===== src/rtl/fault_restart_pkg.sv =====
package fault_restart_pkg;
  localparam int NUM_SRC = 5;
  localparam int SRC_OLP = 0;
  localparam int SRC_OV1 = 1;
  localparam int SRC_OV2 = 2;
  localparam int SRC_OTP = 3;
  localparam int SRC_EXT = 4;
endpackage


===== src/rtl/fr_tick_timer.sv =====
module fr_tick_timer #(
  parameter int LIMIT = 30
) (
  input  logic clk_i,
  input  logic rst_ni,
  input  logic run_i,
  input  logic tick_i,
  output logic done_o
);
  localparam int CW = (LIMIT < 1) ? 1 : $clog2(LIMIT + 1);
  localparam logic [CW-1:0] LIM = CW'(LIMIT);

  logic [CW-1:0] cnt_q;

  always_ff @(posedge clk_i or negedge rst_ni) begin
    if (!rst_ni)                     cnt_q <= '0;
    else if (!run_i)                 cnt_q <= '0;
    else if (tick_i && cnt_q != LIM) cnt_q <= cnt_q + 1'b1;
  end

  // gated so a dropped condition never reports a stale expiry
  assign done_o = run_i && (cnt_q == LIM);
endmodule


===== src/rtl/fr_fault_qual.sv =====
module fr_fault_qual
  import fault_restart_pkg::*;
#(
  parameter int BLANK_US   = 20000,
  parameter int SPIKE_US   = 30,
  parameter int OV_US      = 120,
  parameter int INHIBIT_US = 1000
) (
  input  logic               clk_i,
  input  logic               rst_ni,
  input  logic               tick_i,
  input  logic               fb_high_i,
  input  logic               ba_high_i,
  input  logic               ba_low_i,
  input  logic               vcc_ov1_i,
  input  logic               vcc_ov2_i,
  input  logic               otp_i,
  input  logic               uvlo_i,
  input  logic               softstart_i,
  input  logic               burst_i,
  output logic               clamp_release_o,
  output logic               ext_req_o,
  output logic [NUM_SRC-1:0] hit_o
);
  logic alive, inhibit_done;
  logic [NUM_SRC-1:0] cond;

  assign alive = !uvlo_i;

  fr_tick_timer #(.LIMIT(BLANK_US)) u_blank (
    .clk_i, .rst_ni, .run_i(alive && fb_high_i), .tick_i, .done_o(clamp_release_o)
  );

  fr_tick_timer #(.LIMIT(INHIBIT_US)) u_inhibit (
    .clk_i, .rst_ni, .run_i(alive), .tick_i, .done_o(inhibit_done)
  );

  assign ext_req_o = alive && ba_low_i && inhibit_done;

  always_comb begin
    cond          = '0;
    cond[SRC_OLP] = alive && clamp_release_o && fb_high_i && ba_high_i;
    cond[SRC_OV1] = alive && softstart_i && vcc_ov1_i && fb_high_i;
    cond[SRC_OV2] = alive && vcc_ov2_i && !burst_i;
    cond[SRC_OTP] = alive && otp_i;
    cond[SRC_EXT] = ext_req_o;
  end

  for (genvar g = 0; g < NUM_SRC; g++) begin : g_src
    localparam int LIM = (g == SRC_OV2) ? OV_US : SPIKE_US;
    fr_tick_timer #(.LIMIT(LIM)) u_filt (
      .clk_i, .rst_ni, .run_i(cond[g]), .tick_i, .done_o(hit_o[g])
    );
  end
endmodule


===== src/rtl/fr_restart_latch.sv =====
module fr_restart_latch
  import fault_restart_pkg::*;
(
  input  logic               clk_i,
  input  logic               rst_ni,
  input  logic               uvlo_i,
  input  logic [NUM_SRC-1:0] hit_i,
  output logic               restart_o,
  output logic [NUM_SRC-1:0] src_o
);
  always_ff @(posedge clk_i or negedge rst_ni) begin
    if (!rst_ni) begin
      restart_o <= 1'b0;
      src_o     <= '0;
    end else if (uvlo_i) begin
      restart_o <= 1'b0;
      src_o     <= '0;
    end else if (!restart_o && |hit_i) begin
      restart_o <= 1'b1;
      src_o     <= hit_i;
    end
  end
endmodule


===== src/rtl/fault_restart_seq.sv =====
module fault_restart_seq
  import fault_restart_pkg::*;
#(
  parameter int BLANK_US   = 20000,
  parameter int SPIKE_US   = 30,
  parameter int OV_US      = 120,
  parameter int INHIBIT_US = 1000
) (
  input  logic               clk_i,
  input  logic               rst_ni,
  input  logic               tick_us_i,
  input  logic               fb_high_i,
  input  logic               ba_high_i,
  input  logic               ba_low_i,
  input  logic               vcc_ov1_i,
  input  logic               vcc_ov2_i,
  input  logic               otp_i,
  input  logic               uvlo_i,
  input  logic               softstart_i,
  input  logic               burst_i,
  output logic               clamp_release_o,
  output logic               gate_stop_o,
  output logic               restart_o,
  output logic [NUM_SRC-1:0] fault_src_o
);
  logic               ext_req;
  logic [NUM_SRC-1:0] hit;

  fr_fault_qual #(
    .BLANK_US(BLANK_US), .SPIKE_US(SPIKE_US), .OV_US(OV_US), .INHIBIT_US(INHIBIT_US)
  ) u_qual (
    .clk_i, .rst_ni, .tick_i(tick_us_i),
    .fb_high_i, .ba_high_i, .ba_low_i, .vcc_ov1_i, .vcc_ov2_i,
    .otp_i, .uvlo_i, .softstart_i, .burst_i,
    .clamp_release_o, .ext_req_o(ext_req), .hit_o(hit)
  );

  fr_restart_latch u_latch (
    .clk_i, .rst_ni, .uvlo_i, .hit_i(hit), .restart_o, .src_o(fault_src_o)
  );

  assign gate_stop_o = restart_o || ext_req || uvlo_i;
endmodule


===== config.mk =====
export PLATFORM = sky130hd
export DESIGN_NAME = fault_restart_seq
export DESIGN_NICKNAME = d
export VERILOG_FILES = /design/src/rtl/fault_restart_pkg.sv /design/src/rtl/fr_tick_timer.sv /design/src/rtl/fr_fault_qual.sv /design/src/rtl/fr_restart_latch.sv /design/src/rtl/fault_restart_seq.sv
export SDC_FILE = /design/constraint.sdc
export NUM_CORES = 1
export LEC_CHECK = 0
export BUFFER_PORTS_ARGS = -buffer_cell sky130_fd_sc_hd__buf_2
export CORE_ASPECT_RATIO = 1.75
export CORE_MARGIN = 2
export CORE_UTILIZATION = 54
export DETAILED_ROUTE_END_ITERATION = 8
export HOLD_SLACK_MARGIN = 0.08
export MAX_ROUTING_LAYER = met4
export PLACE_DENSITY = 0.73
export SLEW_MARGIN = 20
export SYNTH_ARGS = -nofsm -noshare
export SYNTH_HDL_FRONTEND = slang
export SYNTH_SLANG_ARGS = --single-unit

===== constraint.sdc =====
create_clock -name clk_i -period 1.8 [get_ports clk_i]
set_input_delay 0.09 -clock clk_i [delete_from_list [all_inputs] [get_ports clk_i]]
set_output_delay 0.09 -clock clk_i [all_outputs]
set_load 0.05 [all_outputs]

# Word level (Yosys, flattened, before mapping)
# Cells that the tools add are included.
# classes
n_reduce_logical	35
n_eq_ne	20
add_sub_neg	7
multipliers	0
n_lt_le_gt_ge	0
bitwise	0
n_mux	18
shifts	0
n_div	0
# op_table
op	n
2-to-1 mux 5 bit	10
2-to-1 mux 15 bit	2
logical AND 1 bit	27
adder 5 x 1 -> 5 bit, second input constant	4
equality test 5 bit, second input constant	4
2-to-1 mux 10 bit	2
!= test 5 bit, second input constant	4
adder 15 x 1 -> 15 bit, second input constant	1
equality test 15 bit, second input constant	1
!= test 15 bit, second input constant	1
2-to-1 mux 7 bit	2
!= test 2 x 1 -> 1 bit, second input constant	6
adder 10 x 1 -> 10 bit, second input constant	1
equality test 10 bit, second input constant	1
!= test 10 bit, second input constant	1
adder 7 x 1 -> 7 bit, second input constant	1
equality test 7 bit, second input constant	1
!= test 7 bit, second input constant	1
OR reduction 5 bit	1
nonzero test 2 bit	2
logical NOT 1 bit	3
logical OR 1 bit	2
2-to-1 mux 1 bit	2
# totals
latch_bits	0
elab_cells	89
rom_bits	0
ramBits	0
regBits	58
memories	0
in_bits	12

# Depth between registers and ports, before layout
# depth
ltp_word	11
ltp_mapped	8

# Modules after synthesis
# Synthesis repeated with hierarchy kept, for this count alone.
# hier_totals
cells_unflattened	334
hier_area_um2	3246.9
# modules_own_cells
module	cells_each	instances	area_per_inst_um2
fr_tick_timer (u_qual.g_src[0].u_filt ...)	27	4	272.8
fr_tick_timer (u_qual.u_blank)	87	1	824.5
fr_tick_timer (u_qual.u_inhibit)	65	1	588.1
fr_tick_timer (u_qual.g_src[2].u_filt)	41	1	380.4
fr_restart_latch	25	1	297.8
fr_fault_qual	7	1	58.8
fault_restart_seq	1	1	6.3

# Worst setup path before layout
# No wires, ideal clock.
# synth_path
path_kind	reg2reg
startpoint	register u_qual.u_blank.cnt_q[4]
endpoint	register u_qual.g_src[0].u_filt.cnt_q[1]
setup_slack_ns	-0.394
path_buffers	0
stages_incl_launch_ff	6
arrival_ns	2.106
t_required_ns	1.712
setup_ns	0.088
path_cell_list	dfrtp_1 -> nor4b_1 -> nand4_1 -> nor3_2 -> nand2_1 -> a211oi_2
# synth_via
elab_chain_cells	6
elab_cells_between_ends	7
# synth_rtl
item	line	text
start, declared	fr_tick_timer.sv:13	logic [CW-1:0] cnt_q;
start signal, assigned	fr_tick_timer.sv:18	else if (tick_i && cnt_q != LIM) cnt_q <= cnt_q + 1'b1;
equality test 15 bit *	fr_tick_timer.sv:22	assign done_o = run_i && (cnt_q == LIM);
logical AND 1 bit *	fr_tick_timer.sv:22	
net clamp_release_o	fault_restart_seq.sv:21	output logic clamp_release_o,
logical AND 1 bit * (3 in a row)	fr_fault_qual.sv:42	cond[SRC_OLP] = alive && clamp_release_o && fb_high_i && ba_high_i;
!= test 2 x 1 -> 1 bit (no line) or 2-to-1 mux 5 bit (tied branches)	--	
end signal, assigned	fr_tick_timer.sv:18	
end, declared	fr_tick_timer.sv:13	
# The timed path passes the listed nets; every way through them passes the cells marked *.
# A chain may end at the register's enable or synchronous reset.

# Final worst setup path
# layout_path
startpoint	register u_qual.u_inhibit.cnt_q[0]
endpoint	output gate_stop_o
# layout_via
elab_chain_cells	5
# layout_rtl
item	line	text
start, declared	fr_tick_timer.sv:13	
start signal, assigned	fr_tick_timer.sv:18	
equality test 10 bit	fr_tick_timer.sv:22	
logical AND 1 bit	fr_tick_timer.sv:22	
logical AND 1 bit	fr_fault_qual.sv:38	assign ext_req_o = alive && ba_low_i && inhibit_done;
logical OR 1 bit (2 in a row)	fault_restart_seq.sv:42	assign gate_stop_o = restart_o || ext_req || uvlo_i;
end, declared	fault_restart_seq.sv:22	output logic gate_stop_o,
# Every way passes these cells.

==> impl_metrics.ini <==
[power_and_ir_drop]
power.switching_uw = 616
p_leak_uw = 0.00171
power_density_nw_per_um2 = 658
pwr-share-clk_pct = 40.4
irDropWorstVdd_mv = 0.554
p_seq_share_pct = 51.8
p_int_uw = 1930
switching_share_pct = 24.2
power_frac_comb_pct = 7.7

[die]
core_region_area_sq_um = 5540
io_pins = 20
rows = 36
start_util_pct = 55.6
die_w_microns = 61.1
die_y_microns = 104
dieArea_sq_um = 6350

[min_path]
hp-class = primary input to register

[run]
maxCapViolations = 0

[global_routing]
grt_pass1_wl_mm = 11.0
grt_max_degree = 32
met1_usage_pct = 26.8
grt_use_met2_pct = 37.9
grt_overflow = 0
busiest_layer = met2
antenna_found_initial = 0
grt_usage_pct = 23.7
grt_pass1_vias = 2497
met3_usage_pct = 7.34

[clock_tree]
cts_root_buf = clkbuf_8
cts.clk_slew.worst_paths_ns = 0.06
cts_num_sinks = 58
cts_made_buffers = 9
clockBufferDepth = 2
htreeDepth = 3
cts_tree = built
insertion_delay_ns = 0.35

[finish]
layout-drive-gt1-share_pct = 27.1
diodes = 0
syn_to_final_growth_pct = 25.4
fin_cells = 453
final_cell_mix = dfrtp_1, nor2_1, buf_4
fin_nets = 398
mostFrequentLayoutCell = dfrtp_1

[timing]
clock_skew_ns = 0.00720
setup_tns_ns = -0.118
maxSlewViolCount = 0
setup_ws_ns = -0.0648
setup_viol = 2
fmax_mhz = 536
finalHoldViolCount = 0
fin_crit_sh_pct = 104
post-route-min-period_ns = 1.86
relSlewSlack_pct = 50.9
rsz0062_at_grt = yes
tightest_slew_ns = 0.737

[routing]
ant_nets = 0
wl_mm = 6.47
post-route-drc-count = 0
vias = 2449
viasPerCell = 5.41
drtPass1Iterations = 4
wl_per_cell_microns = 14.3
drtIter0Drc = 135

[place]
hpwl_mm = 4.47
routabilityCongestion = 0.858
io_buffers = 19
place_inst = 419

[synth]
syn_inst = 310
synth_fp_nets = 336
synth_seq_cells = 58
synth.avg_cell_area_sq_um = 9.95
synth_top_family_by_area = simple AND/OR/NAND/NOR gates
synthXorXnorAreaFrac_pct = 10.5
synthAdderAreaFrac_pct = 5.68
synth_top_area_share_pct = 47.1
yosysSeqAreaShare_pct = 47.1
yosysWarningCount = 0
synth_edf_count = 0
yosys.area_share.simple_pct = 22.1
muxShareOfSynthArea_pct = 1.62
synthDistinctLibCells = 47
yosysTopAreaCell = dfrtp_1
netlist_area_sq_um = 3080
synth_compound_area_share_pct = 8.73
synth-main-ff-cell = dfrtp_1
synth_area_leaders = dfrtp_1, xor2_1, nor2_1
postSynth.asyncResetShare_pct = 100

[status]
outcome = finished, violations left
violations = negative setup slack

[setup_path]
crit_type = register to output pin
critPathArrivalTime_ns = 1.77
cp-start-kind = register
crit_path_max_fanout = 3
critPathCaptureType = output pin
critPathRequiredTime_ns = 1.71
-- registers in the layout, summed over array words and instances, names as in the netlist --
| register | count |
|---|---|
| u_latch.src_o | 5 |
| u_qual.u_blank.cnt_q | 15 |
| u_qual.u_inhibit.cnt_q | 10 |
| u_latch.restart_o | 1 |
| u_qual.g_src.u_filt.cnt_q | 27 |
-- critical path, stage by stage, from the launching register on --
cell,delay [ns]
dfrtp_1,0.40
inv_2,0.08
ha_4,0.12
nand4b_1,0.11
or4_4,0.48
nand2_4,0.09
buf_8,0.14
-- cells by family after synthesis --
group | Yosys count
and+or+nand+nor | 130
DFF | 58
AOI/OAI and AO/OA | 39
xor gates and xnor gates | 37
buffers and inverters | 27
adders and majority gates | 14
muxes | 5
-- metrics by stage --
| stage | area [sq um] | utilization, % | setup WS [ns] | hold WS, ns | power (uW) |
|---|---|---|---|---|---|
| finish | 3870 | 69.8 | -0.0648 | 0.180 | 2540 |
| global route | 3870 | 69.8 | -0.147 | 0.182 | 2670 |
| CTS | 3740 | 67.5 | -0.0783 | 0.146 | 2560 |
| detailed placement | 3430 | 61.8 | -0.0668 | 0.186 | 1510 |
| global placement | 3430 | 61.8 | 0.00585 | 0.175 | 1510 |
| floorplan | 3110 | - | -0.0111 | -0.206 | 1420 |
-- path summary, 6_finish.rpt --
check	cells after the start	slack, ns	start	end
setup reg to reg	6	0.01	u_qual.u_blank.cnt_q[4]	u_qual.u_blank.cnt_q[2]
hold / removal	4	0.18	burst_i	u_qual.g_src[2].u_filt.cnt_q[6]
max in group asynchronous	3	0.86	rst_ni	u_qual.u_inhibit.cnt_q[5]
hold reg to reg	1	0.55	u_qual.g_src[3].u_filt.cnt_q[2]	u_qual.g_src[3].u_filt.cnt_q[2]
min in group asynchronous	2	0.35	rst_ni	u_qual.g_src[0].u_filt.cnt_q[0]
setup / recovery	6	-0.06	u_qual.u_inhibit.cnt_q[0]	gate_stop_o
-- routing by layer --
metal,up-vias,routed length (microns)
met4,0,131
met2,48,3480
met3,13,274
li1,1187,-
met5,-,0
met1,1201,2580
-- final cells by class --
type,count,area (sq um)
multi-input cells,225,1620
clock buffers,13,149
flip-flops and latches,58,1450
clock inverters,3,15.0
inverters,16,60.1
fillers,432,1670
repair buffers,62,470
well taps,76,95.1
-- what timing repair did --
| item | CTS | global route |
|---|---|---|
| cloned | 0 | 0 |
| setup endpoints to repair | 5 | 17 |
| endpoints found under the hold margin | 44 | 0 |
| setup buffers | 10 | 3 |
| hold buffers | 5 | 0 |
| resized for setup | 8 | 28 |
| pin swaps | 4 | 13 |
-- power groups by stage --
stage / Clock, uW / Sequential [uW] / Combinational, uW
2_1_floorplan: 0 / 1340 / 79.1
3_3_place_gp: 0 / 1340 / 169
3_5_place_dp: 0 / 1340 / 171
4_1_cts: 1060 / 1320 / 188
5_1_grt: 1130 / 1320 / 220
6_report: 1030 / 1320 / 196
-- cell usage after synthesis (6+ instances only) --
cell type and number:
dfrtp_1 58, nand2_1 15, a21oi_1 7, nand3_1 8
xor2_1 25, ha_1 14, nor2_1 53, nand4_1 18
inv_1 16, xnor2_1 12, nor3_1 6, o21ai_0 13
Note: power is estimated with default switching activity, not from simulation.
